## src/rtl/ctimer_pkg.sv

```systemverilog
package ctimer_pkg;
  localparam int CFG_W         = 64;
  localparam int DEF_EN_BIT    = 0;
  localparam int DEF_PER_BIT   = 1;
  localparam int DEF_CNT_LSB   = 2;
  localparam int DEF_CNT_MSB   = 47;
  localparam int DEF_IRQ_N     = 13;
  localparam int DEF_IRQ_LINE  = 11;

  typedef logic [CFG_W-1:0] cfg_word_t;

  typedef enum logic [1:0] {
    RD_CFG    = 2'd0,
    RD_REMAIN = 2'd1,
    RD_STABLE = 2'd2,
    RD_NONE   = 2'd3
  } rd_sel_e;

  // keep only bits lsb..msb of a configuration word
  function automatic cfg_word_t cnt_field(input cfg_word_t w, input int lsb, input int msb);
    cfg_word_t r;
    r = '0;
    for (int i = 0; i < CFG_W; i++) begin
      if (i >= lsb && i <= msb) r[i] = w[i];
    end
    return r;
  endfunction

  // stored word after a single-shot expiry: arm bit dropped
  function automatic cfg_word_t disarm(input cfg_word_t w, input int en_bit);
    cfg_word_t r;
    r = w;
    r[en_bit] = 1'b0;
    return r;
  endfunction
endpackage

```

## src/rtl/ctimer_cfg_reg.sv

```systemverilog
module ctimer_cfg_reg
  import ctimer_pkg::*;
#(
  parameter int EN_BIT  = DEF_EN_BIT,
  parameter int PER_BIT = DEF_PER_BIT
) (
  input  logic      clk,
  input  logic      rst_n,
  input  logic      wr_en,
  input  cfg_word_t wr_data,
  input  logic      expire,
  output cfg_word_t cfg_q
);
  cfg_word_t cfg_d;

  always_comb begin
    cfg_d = cfg_q;
    if (wr_en)                          cfg_d = wr_data;
    else if (expire && !cfg_q[PER_BIT]) cfg_d = disarm(cfg_q, EN_BIT);
  end

  always_ff @(posedge clk or negedge rst_n) begin
    if (!rst_n) cfg_q <= '0;
    else        cfg_q <= cfg_d;
  end
endmodule

```

## src/rtl/ctimer_countdown.sv

```systemverilog
module ctimer_countdown
  import ctimer_pkg::*;
#(
  parameter int EN_BIT  = DEF_EN_BIT,
  parameter int PER_BIT = DEF_PER_BIT,
  parameter int CNT_LSB = DEF_CNT_LSB,
  parameter int CNT_MSB = DEF_CNT_MSB
) (
  input  logic      clk,
  input  logic      rst_n,
  input  logic      wr_en,
  input  cfg_word_t wr_data,
  input  cfg_word_t cfg_q,
  output cfg_word_t remain,
  output logic      expire
);
  cfg_word_t load_val, reload_val, remain_d;
  logic      run;

  assign run        = cfg_q[EN_BIT];
  assign load_val   = cnt_field(wr_data, CNT_LSB, CNT_MSB);
  assign reload_val = cnt_field(cfg_q, CNT_LSB, CNT_MSB);
  // a write in the same cycle suppresses the expiry
  assign expire     = run && !wr_en && (remain == cfg_word_t'(1));

  always_comb begin
    remain_d = remain;
    if (wr_en) begin
      if (wr_data[EN_BIT]) remain_d = load_val;
    end else if (expire) begin
      remain_d = cfg_q[PER_BIT] ? reload_val : '0;
    end else if (run && remain != '0) begin
      remain_d = remain - cfg_word_t'(1);
    end
  end

  always_ff @(posedge clk or negedge rst_n) begin
    if (!rst_n) remain <= '0;
    else        remain <= remain_d;
  end
endmodule

```

## src/rtl/ctimer_stable.sv

```systemverilog
module ctimer_stable
  import ctimer_pkg::*;
(
  input  logic      clk,
  input  logic      rst_n,
  output cfg_word_t stable
);
  always_ff @(posedge clk or negedge rst_n) begin
    if (!rst_n) stable <= '0;
    else        stable <= stable + cfg_word_t'(1);
  end
endmodule

```

## src/rtl/ctimer_irq.sv

```systemverilog
module ctimer_irq #(
  parameter int IRQ_N    = 13,
  parameter int IRQ_LINE = 11
) (
  input  logic             clk,
  input  logic             rst_n,
  input  logic             set,
  input  logic             clr,
  output logic [IRQ_N-1:0] irq_vec
);
  for (genvar i = 0; i < IRQ_N; i++) begin : g_line
    if (i == IRQ_LINE) begin : g_timer
      logic pend;
      always_ff @(posedge clk or negedge rst_n) begin
        if (!rst_n)   pend <= 1'b0;
        else if (set) pend <= 1'b1;
        else if (clr) pend <= 1'b0;
      end
      assign irq_vec[i] = pend;
    end else begin : g_idle
      assign irq_vec[i] = 1'b0;
    end
  end
endmodule

```

## src/rtl/ctimer_top.sv

```systemverilog
module ctimer_top
  import ctimer_pkg::*;
#(
  parameter int EN_BIT   = DEF_EN_BIT,
  parameter int PER_BIT  = DEF_PER_BIT,
  parameter int CNT_LSB  = DEF_CNT_LSB,
  parameter int CNT_MSB  = DEF_CNT_MSB,
  parameter int IRQ_N    = DEF_IRQ_N,
  parameter int IRQ_LINE = DEF_IRQ_LINE
) (
  input  logic             clk,
  input  logic             rst_n,
  input  logic             cfg_wr_en,
  input  logic [63:0]      cfg_wr_data,
  input  logic [1:0]       rd_sel,
  output logic [63:0]      rd_data,
  input  logic             irq_clr,
  output logic [IRQ_N-1:0] irq_vec
);
  cfg_word_t cfg_q, remain, stable;
  logic      expire;

  ctimer_cfg_reg #(.EN_BIT(EN_BIT), .PER_BIT(PER_BIT)) u_cfg (
    .clk(clk), .rst_n(rst_n), .wr_en(cfg_wr_en), .wr_data(cfg_wr_data),
    .expire(expire), .cfg_q(cfg_q)
  );

  ctimer_countdown #(.EN_BIT(EN_BIT), .PER_BIT(PER_BIT),
                     .CNT_LSB(CNT_LSB), .CNT_MSB(CNT_MSB)) u_cnt (
    .clk(clk), .rst_n(rst_n), .wr_en(cfg_wr_en), .wr_data(cfg_wr_data),
    .cfg_q(cfg_q), .remain(remain), .expire(expire)
  );

  ctimer_stable u_stable (.clk(clk), .rst_n(rst_n), .stable(stable));

  ctimer_irq #(.IRQ_N(IRQ_N), .IRQ_LINE(IRQ_LINE)) u_irq (
    .clk(clk), .rst_n(rst_n), .set(expire), .clr(irq_clr), .irq_vec(irq_vec)
  );

  always_comb begin
    case (rd_sel_e'(rd_sel))
      RD_CFG:    rd_data = cfg_q;
      RD_REMAIN: rd_data = remain;
      RD_STABLE: rd_data = stable;
      default:   rd_data = '0;
    endcase
  end
endmodule

```

## config.mk

```make
export PLATFORM = sky130hd
export DESIGN_NAME = ctimer_top
export DESIGN_NICKNAME = d
export VERILOG_FILES = /design/src/rtl/ctimer_pkg.sv /design/src/rtl/ctimer_cfg_reg.sv /design/src/rtl/ctimer_countdown.sv /design/src/rtl/ctimer_stable.sv /design/src/rtl/ctimer_irq.sv /design/src/rtl/ctimer_top.sv
export SDC_FILE = /design/constraint.sdc
export NUM_CORES = 1
export LEC_CHECK = 0
export BUFFER_PORTS_ARGS = -buffer_cell sky130_fd_sc_hd__buf_2
export CORE_ASPECT_RATIO = 0.7
export CORE_MARGIN = 2
export CORE_UTILIZATION = 40
export CTS_CLUSTER_DIAMETER = 150
export DETAILED_ROUTE_END_ITERATION = 8
export PLACE_DENSITY_LB_ADDON = 0.1
export SLEW_MARGIN = 15
export SYNTH_ARGS = -nofsm -noshare
export SYNTH_HDL_FRONTEND = slang
export SYNTH_SLANG_ARGS = --single-unit
```

## constraint.sdc

```tcl
create_clock -name clk -period 4.85 [get_ports clk]
set_clock_uncertainty 0.1 [all_clocks]
set_input_delay 0.2425 -clock clk [delete_from_list [all_inputs] [get_ports clk]]
set_output_delay 0.2425 -clock clk [all_outputs]
set_load 0.1 [all_outputs]
```

* After elaboration in Yosys (flattened, before gate mapping)
Index checks and enable logic that the tools add are counted.
** Storage, ports and cells
- Output and inout port bits :: 77
- Input bits :: 70
- Logic and storage cells :: 33
- Bits in registers :: 193
** Cells by class
- $add $sub $neg :: 2
- Equal/unequal tests :: 4
- Reductions and logical operators :: 12
- Multiplexer cells :: 10
** Operators by type and width (number)
- two-way mux 64 bit :: 5
- case mux 64 bit (3 select lines) :: 1
- adder 64 x 1 -> 64 bit, second input constant :: 1
- == test 64 x 1 -> 1 bit, second input constant :: 1
- nonzero test 64 bit :: 1
- subtractor 64 x 1 -> 64 bit, second input constant :: 1
- two-way mux 48 bit :: 1
- logical AND 1 bit :: 4
- nonzero test 2 bit :: 2
- two-way mux 1 bit :: 3
- nonzero test 3 bit :: 1
- == test 2 x 1 -> 1 bit, second input constant :: 1
- == test 2 bit, second input constant :: 1
- zero test 1 bit :: 2
- zero test 2 bit :: 1
- != test 2 x 1 -> 1 bit, second input constant :: 1
- AND reduction 2 bit :: 1

* Longest topological paths before layout
- Word-level depth :: 6
- Depth in mapped cells :: 10
- Depth with buffers taken out :: 8

* By module
From an unflattened synthesis, not the netlist that was laid out.
** Unflattened totals
- Cells, all modules :: 1131
- Area, all modules :: 11632.4 µm²
** By module, submodules not included
- ctimer_countdown :: seq. area each 1601.5 µm², instances 1, cells an instance 553, area each 4499.3 µm²
- ctimer_stable :: seq. area each 1601.5 µm², instances 1, cells an instance 273, area each 2995.4 µm²
- ctimer_cfg_reg :: seq. area each 1601.5 µm², instances 1, cells an instance 138, area each 2588.7 µm²
- ctimer_top :: seq. area each 0.0 µm², instances 1, cells an instance 150, area each 1411.4 µm²
- ctimer_irq :: seq. area each 25.0 µm², instances 1, cells an instance 17, area each 137.6 µm²

* Least setup slack after synthesis
Ideal clock, no wire load.
- Path type :: in2out
- From :: in rd_sel[1]
- To :: out rd_data[10]
- Data required time :: 4.508 ns
- Arrival time :: 3.303 ns
- Path buffers :: 2
- Cell stages on the path :: 4
- Setup slack :: 1.204 ns
- Cells stage by stage :: clkbuf_1 -> buf_1 -> mux2i_1 -> o21ai_0
** Between the ends
- Longest elaborated chain between the ends :: 2
- Elaborated cells between the ends (all ways) :: 4
- Those cells by class :: 2 x eq/ne; 1 x mux; 1 x reduce/logical
** RTL lines
- start: declaration :: line ctimer_top.sv:15 : input logic [1:0] rd_sel,
- == test 2 bit, or another cell as far along :: line ctimer_top.sv:41 : case (rd_sel_e'(rd_sel))
- case mux 64 bit (3 select lines) (*) :: line ctimer_top.sv:41
- end: declaration :: line ctimer_top.sv:16 : output logic [63:0] rd_data,
Mark *: on every way between the ends. The rest lies on a longest branch, timed or not.

* Final worst setup path
- From :: reg u_cnt.remain[26]
- To :: reg u_cnt.remain[46]
** Between the ends
- Longest elaborated chain between the ends :: 4
- Elaborated cells between the ends (all ways) :: 10
- Those cells by class :: 1 x add/sub; 1 x eq/ne; 3 x mux; 5 x reduce/logical
** RTL lines
- start: declaration :: line ctimer_countdown.sv:14 : output cfg_word_t remain,
- start signal: assignment :: line ctimer_countdown.sv:39 : else remain <= remain_d;
- subtractor 64 x 1 -> 64 bit, or another cell as far along :: line ctimer_countdown.sv:33 : remain_d = remain - cfg_word_t'(1);
- two-way mux 64 bit, or another cell as far along :: line ctimer_countdown.sv:32 : end else if (run && remain != '0) begin
- two-way mux 64 bit or nonzero test 3 bit (tied branches)
- two-way mux 64 bit or AND reduction 2 bit (tied branches)
Several ways; a longest one is shown, not always the timed one. The select of a mux whose other input is x is not followed.
A chain may end at the register's enable or synchronous reset.

==> flow_summary.json <==
{
  "drv_slew": 0,
  "async_flop_share_pct": 100,
  "finish.utilization_pct": 48.3,
  "die_h_um": 146,
  "finalSetupViolCount": 0,
  "cts_buffers": 17,
  "area_growth_syn_to_layout_pct": 19.6,
  "clkTransAtPathRegs_ns": 0.08,
  "numPortBuffers": 134,
  "dr.first_iter.drc_count": 1211,
  "slew_headroom_pct": 32.8,
  "io_pins": 147,
  "clockBufferDepth": 2,
  "max_clock_freq_ghz": 0.257,
  "viasPerCell": 6.05,
  "gr-total-overflow": 0,
  "critical_path_class": "flip-flop to flip-flop",
  "required_ns": 5.09,
  "dp_cells": 1707,
  "clockRootBuffer": "clkbuf_16",
  "postRouteWirelength_um": 43700,
  "syn_area_per_cell_um2": 9.27,
  "worstPathMaxFanout": 42,
  "syn_area_um2": 11600,
  "antenna_found_initial": 3,
  "nNetsFinal": 1473,
  "multi_input_area_um2": 6230,
  "drive_gt1_share_pct": 18.9,
  "grt_usage_pct": 28.9,
  "startpoint_type": "flip-flop",
  "ctsResizeCount": 0,
  "leakagePower_nw": 6.04,
  "setup_tns_ns": 0,
  "power_per_cell_area_nw_per_um2": 346,
  "rsz0062_at_grt": "no",
  "finalCritPeriodShare_pct": 80.1,
  "nFillCells": 2749,
  "holdWs_ns": 0.0148,
  "cts.sinks": 193,
  "place_area_um2": 12600,
  "ys_seq_area_share_pct": 41.7,
  "final_cells": 1792,
  "htree_levels": 4,
  "arrival_ns": 4.13,
  "die-area_um2": 30300,
  "ant_nets": 0,
  "ys_ff_latch": 193,
  "tightest_slew_ns": 1.00,
  "core-area_um2": 28700,
  "vias": 10800,
  "yosysWarningCount": 0,
  "grt_pass1_vias": 10400,
  "stdcell_area_um2": 13800,
  "status": "finished, final reports clean",
  "clkLatencyLatePin_ns": 0.46,
  "area.sequential_um2": 4830,
  "start_util_pct": 40.3,
  "end_kind": "flip-flop",
  "synthCells": 1248,
  "peakVddDrop_mv": 0.230,
  "synth_cell_type_count": 63,
  "firstDrtPassIters": 6,
  "period_minus_slack_ns": 3.88,
  "fp-row-count": 52,
  "fp.dieW_um": 207,
  "synth_edf_count": 0,
  "ys.flop_type": "dfrtp_1",
  "gp_congestion": 0.904,
  "max-cap-violations": 0,
  "dp_hpwl_um": 31400,
  "wire_per_inst_um": 24.4,
  "grt_first_pass_wirelength_um": 66600,
  "grt_max_degree": 99,
  "drc": 0,
  "hold_viol": 0,
  "min_path_type": "primary input to flip-flop",
  "tritoncts": "done"
}
cell families (layout without fill, tap and decap cells):
kind of cell | after synthesis | count (layout) | synth area share (%)
AND/OR/NAND/NOR | 461 | 461 | 20.9
AO/OA/AOI/OAI | 283 | 283 | 17.0
flip-flops | 193 | 193 | 41.7
buffers and inverters | 135 | 289 | 5.28
multiplexers | 110 | 110 | 9.98
XOR/XNOR | 62 | 62 | 4.69
adder cells (fa/ha/maj) | 3 | 3 | 0.324
other | 1 | 13 | 0.0324
synthesized netlist by cell type (all sizes together), types with 9 or more instances:
| master | instances | area share, % |
|---|---|---|
| o22ai | 41 | 2.2 |
| and4 | 12 | 0.91 |
| a21oi | 21 | 0.91 |
| o21ai | 82 | 3.7 |
| a211oi | 10 | 0.65 |
| dfrtp | 193 | 42 |
| nor2 | 58 | 1.9 |
| a21o | 13 | 0.84 |
| buf | 46 | 2.4 |
| clkbuf | 54 | 1.8 |
| mux2i | 67 | 5.8 |
| a221o | 10 | 0.86 |
| or4 | 19 | 1.2 |
| mux2 | 43 | 4.2 |
| and3 | 9 | 0.49 |
| a22oi | 9 | 0.58 |
| xor2 | 29 | 2.2 |
| nand4 | 36 | 1.9 |
| o211ai | 13 | 0.84 |
| a22o | 11 | 0.83 |
| inv | 35 | 1.1 |
| xnor2 | 33 | 2.5 |
| nand3 | 40 | 1.7 |
| nand2b | 24 | 1.3 |
| a32o | 17 | 1.5 |
| or3 | 26 | 1.4 |
| and2 | 20 | 1.1 |
| or2 | 9 | 0.49 |
| nand2 | 122 | 4.0 |
| nor4 | 30 | 1.8 |
| nor3 | 43 | 1.9 |
through the flow:
| stage | power (mW) | setup slack [ns] |
|---|---|---|
| final | 4.79 | 0.966 |
| after global placement | 3.08 | 1.16 |
| after CTS | 4.80 | 1.05 |
| after global routing | 4.97 | 0.896 |
| after detailed placement | 3.09 | 1.06 |
| after floorplan | 2.74 | 1.20 |
flip-flops by register name, summed over array words and instances, names as in the netlist:
signal / flops
u_cfg.cfg_q: 64
u_cnt.remain: 64
u_stable.stable: 64
u_irq.g_line.g_timer.pend: 1
per-layer routing:
layer / up-vias / part of all wire [%] / GRT usage, %
met5: - / 0.030 / 0
met2: 493 / 44 / 43.4
met1: 5353 / 47 / 42.7
met3: 51 / 7.3 / 5.66
met4: 2 / 1.9 / 7.21
li1: 4936 / - / -
placed cells by master, fill, tap and decap left out, drive strengths merged, types with 19 or more instances in the layout:
| cell type | Yosys | routed |
|---|---|---|
| mux2i | 67 | 67 |
| a21oi | 21 | 21 |
| or3 | 26 | 26 |
| buf | 46 | 169 |
| nand2 | 122 | 122 |
| nor2 | 58 | 58 |
| nor3 | 43 | 43 |
| or4 | 19 | 19 |
| mux2 | 43 | 43 |
| dlygate4sd3 | 0 | 52 |
| clkbuf | 54 | 21 |
| xor2 | 29 | 29 |
| nand2b | 24 | 24 |
| nor4 | 30 | 30 |
| and2 | 20 | 20 |
| nand3 | 40 | 40 |
| o21ai | 82 | 82 |
| xnor2 | 33 | 33 |
| o22ai | 41 | 41 |
| nand4 | 36 | 36 |
| dfrtp | 193 | 193 |
| inv | 35 | 37 |
critical path: stages, from the launching register on:
cell and delay, ns:
dfrtp_1 0.47, or4_1 0.76, or3_4 0.45, or4_1 0.80
o21ai_4 0.23, buf_4 0.51, o22ai_1 0.17, a22o_1 0.25
layout make-up:
class,count,share of cell area [%]
Antenna cell,1,0.0181
Clock buffer,20,3.30
Clock inverter,12,1.64
Inverter,35,0.949
Multi-Input combinational cell,931,45.0
Sequential cell,193,34.9
Tap cell,378,3.42
Timing Repair Buffer,222,10.8
final timing paths:
path | start | slack, ns | end | cells past startpoint
max | u_cnt.remain[26]$_DFFE_PN0P_ | 0.97 | u_cnt.remain[46]$_DFFE_PN0P_ | 7
min | cfg_wr_data[0] | 0.01 | u_cfg.cfg_q[0]$_DFFE_PN0P_ | 3
max reg2reg | u_cnt.remain[26]$_DFFE_PN0P_ | 0.97 | u_cnt.remain[46]$_DFFE_PN0P_ | 7
min reg2reg | u_stable.stable[63]$_DFF_PN0_ | 0.38 | u_stable.stable[63]$_DFF_PN0_ | 1
max in group asynchronous | rst_n | 3.23 | u_stable.stable[18]$_DFF_PN0_ | 3
min in group asynchronous | rst_n | 0.32 | u_stable.stable[40]$_DFF_PN0_ | 2
power by group:
| group | internal (mW) | total (mW) | switching (mW) |
|---|---|---|---|
| registers | 1.74 | 1.95 | 0.205 |
| logic | 0.318 | 1.16 | 0.845 |
| clock network | 1.00 | 1.68 | 0.682 |
| total | 3.06 | 4.79 | 1.73 |
timing repair:
item / 4_1_cts / 5_1_grt
hold buffers: 52 / 0
endpoints found under the hold margin: 150 / 0
buffers inserted: 0 / 0
Note: power is estimated with default switching activity, not from simulation.
